===== src/rtl/ml_pkg.sv =====
package ml_pkg;

    localparam int ML_MAX_SEG = 64;
    localparam int ML_LANES   = 4;

    // True for the eight-segment form with stages of 2, 3 and 3 segments.
    function automatic bit ml_triad(input int nseg);
        return nseg == 8;
    endfunction

    function automatic int ml_stage_of(input int nseg, input int k);
        if (ml_triad(nseg)) begin
            if (k < 2) return 0;
            else if (k < 5) return 1;
            else return 2;
        end
        return k / ML_LANES;
    endfunction

    function automatic int ml_first_count(input int nseg);
        return ml_triad(nseg) ? 2 : ML_LANES;
    endfunction

    // Segments of the previous stage whose agreement enables segment k.
    function automatic logic [ML_MAX_SEG-1:0] ml_feed_mask(input int nseg, input int k);
        logic [ML_MAX_SEG-1:0] m;
        int s;
        int l;
        m = '0;
        s = ml_stage_of(nseg, k);
        if (s != 0) begin
            if (ml_triad(nseg)) begin
                for (int j = 0; j < nseg; j++)
                    if (ml_stage_of(nseg, j) == s - 1) m[j] = 1'b1;
            end else begin
                l = k % ML_LANES;
                m[(s-1)*ML_LANES + l] = 1'b1;
                m[(s-1)*ML_LANES + ((l+1) % ML_LANES)] = 1'b1;
            end
        end
        return m;
    endfunction

    function automatic logic [ML_MAX_SEG-1:0] ml_last_mask(input int nseg);
        logic [ML_MAX_SEG-1:0] m;
        m = '0;
        for (int j = 0; j < nseg; j++)
            if (ml_stage_of(nseg, j) == ml_stage_of(nseg, nseg-1)) m[j] = 1'b1;
        return m;
    endfunction

endpackage


===== src/rtl/ml_seg_cmp.sv =====
module ml_seg_cmp #(
    parameter int CELLS = 5
) (
    input  logic [CELLS-1:0] key_i,
    input  logic [CELLS-1:0] data_i,
    input  logic [CELLS-1:0] dc_i,
    output logic             hit_o
);
    // A cell agrees when masked or when data equals key.
    logic [CELLS-1:0] cell_ok;

    always_comb begin
        cell_ok = (key_i ~^ data_i) | dc_i;
        hit_o   = &cell_ok;
    end
endmodule


===== src/rtl/ml_chain.sv =====
module ml_chain
    import ml_pkg::*;
#(
    parameter int NSEG = 8
) (
    input  logic [NSEG-1:0] seg_hit_i,
    output logic [NSEG-1:0] seg_en_o,
    output logic            match_o
);
    localparam logic [ML_MAX_SEG-1:0] LAST_MASK = ml_last_mask(NSEG);

    logic [NSEG-1:0] ok_c;
    logic            tail_ok;

    // Segments are visited in ascending order, which is also stage order,
    // so every feed has been resolved before it is used.
    always_comb begin
        logic [ML_MAX_SEG-1:0] fm;
        logic                  en;
        ok_c     = '0;
        seg_en_o = '0;
        for (int k = 0; k < NSEG; k++) begin
            fm = ml_feed_mask(NSEG, k);
            en = 1'b1;
            for (int j = 0; j < NSEG; j++)
                if (fm[j] && !ok_c[j]) en = 1'b0;
            seg_en_o[k] = en;
            ok_c[k]     = en & seg_hit_i[k];
        end
    end

    always_comb begin
        tail_ok = 1'b1;
        for (int k = 0; k < NSEG; k++)
            if (LAST_MASK[k] && !ok_c[k]) tail_ok = 1'b0;
        match_o = tail_ok;
    end
endmodule


===== src/rtl/seg_match_line.sv =====
module seg_match_line
    import ml_pkg::*;
#(
    parameter  int WIDTH     = 40,
    parameter  int SEG_CELLS = 5,
    localparam int NSEG      = WIDTH / SEG_CELLS
) (
    input  logic             clk,
    input  logic             rst_n,
    input  logic [WIDTH-1:0] key_i,
    input  logic [WIDTH-1:0] data_i,
    input  logic [WIDTH-1:0] dc_i,
    output logic             match_o,
    output logic [NSEG-1:0]  eval_o
);
    logic [NSEG-1:0] seg_hit;
    logic [NSEG-1:0] seg_en;
    logic            chain_match;

    generate
        for (genvar g = 0; g < NSEG; g++) begin : g_seg
            ml_seg_cmp #(.CELLS(SEG_CELLS)) u_cmp (
                .key_i  (key_i [g*SEG_CELLS +: SEG_CELLS]),
                .data_i (data_i[g*SEG_CELLS +: SEG_CELLS]),
                .dc_i   (dc_i  [g*SEG_CELLS +: SEG_CELLS]),
                .hit_o  (seg_hit[g])
            );
        end
    endgenerate

    ml_chain #(.NSEG(NSEG)) u_chain (
        .seg_hit_i (seg_hit),
        .seg_en_o  (seg_en),
        .match_o   (chain_match)
    );

    always_ff @(posedge clk or negedge rst_n) begin
        if (!rst_n) begin
            match_o <= 1'b0;
            eval_o  <= '0;
        end else begin
            match_o <= chain_match;
            eval_o  <= seg_en;
        end
    end
endmodule


===== config.mk =====
export PLATFORM = sky130hd
export DESIGN_NAME = seg_match_line
export DESIGN_NICKNAME = d
export VERILOG_FILES = /design/src/rtl/ml_pkg.sv /design/src/rtl/ml_seg_cmp.sv /design/src/rtl/ml_chain.sv /design/src/rtl/seg_match_line.sv
export SDC_FILE = /design/constraint.sdc
export NUM_CORES = 1
export LEC_CHECK = 0
export BUFFER_PORTS_ARGS = -buffer_cell sky130_fd_sc_hd__buf_4
export CAP_MARGIN = 20
export CELL_PAD_IN_SITES_DETAIL_PLACEMENT = 0
export CELL_PAD_IN_SITES_GLOBAL_PLACEMENT = 1
export CORE_UTILIZATION = 13
export CTS_BUF_LIST = sky130_fd_sc_hd__clkbuf_8
export DETAILED_ROUTE_END_ITERATION = 8
export MAX_ROUTING_LAYER = met4
export PLACE_DENSITY = 0.85
export SYNTH_ARGS = -nofsm -noshare
export SYNTH_HDL_FRONTEND = slang
export SYNTH_SLANG_ARGS = --single-unit

===== constraint.sdc =====
create_clock -name clk -period 0.8 [get_ports clk]
set_input_delay 0.04 -clock clk [delete_from_list [all_inputs] [get_ports clk]]
set_output_delay 0.04 -clock clk [all_outputs]
set_load 0.02 [all_outputs]

==> results.txt <==
----------------------------------------------------
[Outcome]
  Run status ... finished, violations left
  Violations in the final reports ... setup timing

[Place]
  Weighted congestion at the end of routability-driven global placement ... 0.678
  Port bufs ... 130
  Half-perimeter wire length after detailed placement ... ~2600 um

[Drt]
  Detail Route Antenna Nets ... 0
  Via count ... between 1k and 1.5k
  Remaining DRCs ... 0
  Drt initial violations ... 12
  Routed length per instance ... 9.84 um
  Vias/cell ... 3.89
  DR pass1 iterations ... 4
  Wire length after detailed routing ... 2760 um

[Logic synthesis]
  Number of nets in the synthesized netlist ... 203
  Cell type with the highest aggregate area in the netlist ... xnor2_1
  Average cell area after synthesis ... 8.43 um2
  Library cells used by synthesis ... 11
  Sequential-to-total area share from yosys stat ... between 10 and 15%
  Synth top area cells ... xnor2_1 (51%), o22ai_1 (17%), dfrtp_1 (15%), buf_4 (5.5%), nor4_1 (3.7%)
  Cell Area, Synth ... 683 um2
  Share of the synthesized area in the top cell type ... 51.3%
  Number of synthesis warnings ... 0
  Post-synthesis sequential element count ... 4
  Post-synthesis cell count ... 81

[Clock network]
  Root buffer selected by CTS ... clkbuf_8
  Number of H-tree levels ... 1
  CTS tree ... built
  Clock Path Buffers ... 2
  TritonCTS Sinks ... 4
  TritonCTS buffer count ... 3
  Post-CTS clock slew at the launch and capture registers of the worst setup and hold paths ... 30 ps

[Layout]
  Antenna diode instance count ... 0
  Fraction of final layout cells with drive strength greater than 1 ... a little over two thirds
  Commonest non-fill, non-tap cells in the layout ... buf_4 (118), xnor2_1 (33), o22ai_1 (19)
  Count of fill cells added during filler insertion ... 524
  Growth of design area from synthesis to finish ... 177%
  Commonest non-fill, non-tap cell in the layout ... buf_4
  Final layout net count ... ~340

[Timing]
  Max Fclk ... 1.02 GHz
  Number of failing setup endpoints in the final timing report ... 9
  Fin crit share ... 123%
  Hold Fails Final Rpt ... 0
  Final worst slack ... -185 ps
  Setup TNS ... -513 ps
  Post-layout min period ... 985 ps
  Unrepaired setup endpoints after global routing ... true
  Hold Worst Slack ... 178 ps
  Pins over their slew limit ... 0

[GRT]
  Aggregate global-route resource usage ... 9.12%
  Total congestion overflow ... 0
  Antenna violations before repair ... 0
  Maximum number of pins on one net before global-route repair ... 5
  Number of global-route vias before repair ... ~990
  First-pass GRT wire length ... approximately 3700 um

[Setup path]
  Highest-delay cell along the critical path ... or4_4
  Data required, critical path ... 920 ps
  Arrival time at the worst endpoint ... 1100 ps
  WS Path Type ... in -> reg
  Critical Path End Type ... flip-flop
  Category of the worst setup path launch point ... input pin
  Ordered cell list for the critical path ... buf_4 -> xnor2_2 -> o22ai_1 -> or4_4 -> nor4_2
  Critical Path Max Stage Delay ... 560 ps
  Maximum net fanout on the critical path ... 3

[Pwr]
  Leak ... 0.890 nW
  Overall power consumption ... 1.55 mW
  Worst supply voltage drop on vdd ... 0.434 mV
  Power per unit of standard cell area ... 817 mW/mm2

[Floorplan]
  Height of the die ... 74.5 um
  Full die area ... 0.00555 mm2
  I/O pin cnt ... between 100 and 150
  Overall die width ... approximately 74 um
  Standard-cell rows ... 26
  Starting density of the core ... a little over an eighth
  Placeable core area ... just over 0.005 mm2

[Min path]
  Hold Crit Class ... in -> async

[Flow run]
  Max Cap Violations ... 0

----------------------------------------------------
[routing by layer]
| metal | up-vias | GRT usage, % | routed length (um) |
|---|---|---|---|
| met4 | 0 | 1.05 | 18 |
| met1 | 472 | 8.46 | 894 |
| met2 | 73 | 18.2 | 1580 |
| met5 | - | - | 0 |
| met3 | 2 | 3.12 | 272 |
| li1 | 547 | - | - |
[state kept, by name, indices dropped and copies added, names as in the netlist]
name and flops:
eval_o 3, match_o 1
[where the power goes]
group	leakage (nW)	switching [mW]	internal (mW)
logic	0.815	0.280	0.639
registers	0.0534	0.00533	0.209
clock network	0.0216	0.0953	0.320
total	0.890	0.380	1.17
[cell usage after synthesis]
| cell | instances |
|---|---|
| dfrtp_1 | 4 |
| o22ai_1 | 19 |
| nand2_1 | 2 |
| nor2_1 | 3 |
| conb_1 | 1 |
| nor4_2 | 1 |
| buf_4 | 5 |
| nor4_1 | 4 |
| nor3_1 | 1 |
| xnor2_1 | 40 |
| or4_4 | 1 |
[area by class of cell]
type	count	area, um2	area share, %
well taps	70	87.6	4.62
repair buffers	132	1040	55.0
flip-flops and latches	4	100	5.28
multi-input cells	72	623	32.9
clock buffers	3	41.3	2.18
[logic make-up after synthesis]
kind of cell / share of synthesized area, %
AO/OA/AOI/OAI: 17.4
flip-flops: 14.7
AND/OR/NAND/NOR: 10.6
XOR/XNOR: 51.3
other: 0.549
buffers and inverters: 5.50
[through the flow]
step / util [%] / cell area (um2) / instances / setup slack [ps]
3_3_place_gp: 34.2 / 1740 / 277 / -486
3_5_place_dp: 34.2 / 1740 / 277 / -518
6_report: 37.3 / 1890 / 281 / -185
5_1_grt: 37.3 / 1890 / 281 / -237
4_1_cts: 36.8 / 1870 / 281 / -192
2_1_floorplan: - / 703 / 81 / -202
[final timing paths]
| path | to | slack (ps) | from | depth (start not counted) |
|---|---|---|---|---|
| max in group asynchronous | match_o | 520 | rst_n | 2 |
| hold / removal | eval_o[1] | 180 | rst_n | 2 |
| setup / recovery | match_o | -180 | key_i[5] | 5 |
| min in group clk | eval_o[5] | 240 | dc_i[6] | 3 |
[worst max-delay path, delay by kind of cell]
family          cells  cell delay [ps]
buf+inv             1              120
simple gates        2              710
compound gates      1               90
xor+xnor            1              130
[what timing repair did]
| action | in CTS | in global routing |
|---|---|---|
| hold buffers | 1 | 0 |
| resized for setup | 17 | 5 |
| cloned | 0 | 0 |
| endpoints found under the hold margin | 4 | 0 |
| setup endpoints to repair | 9 | 9 |
| pin swaps | 5 | 6 |
| buffers inserted | 0 | 0 |
Power figures use the tool's default switching activity.
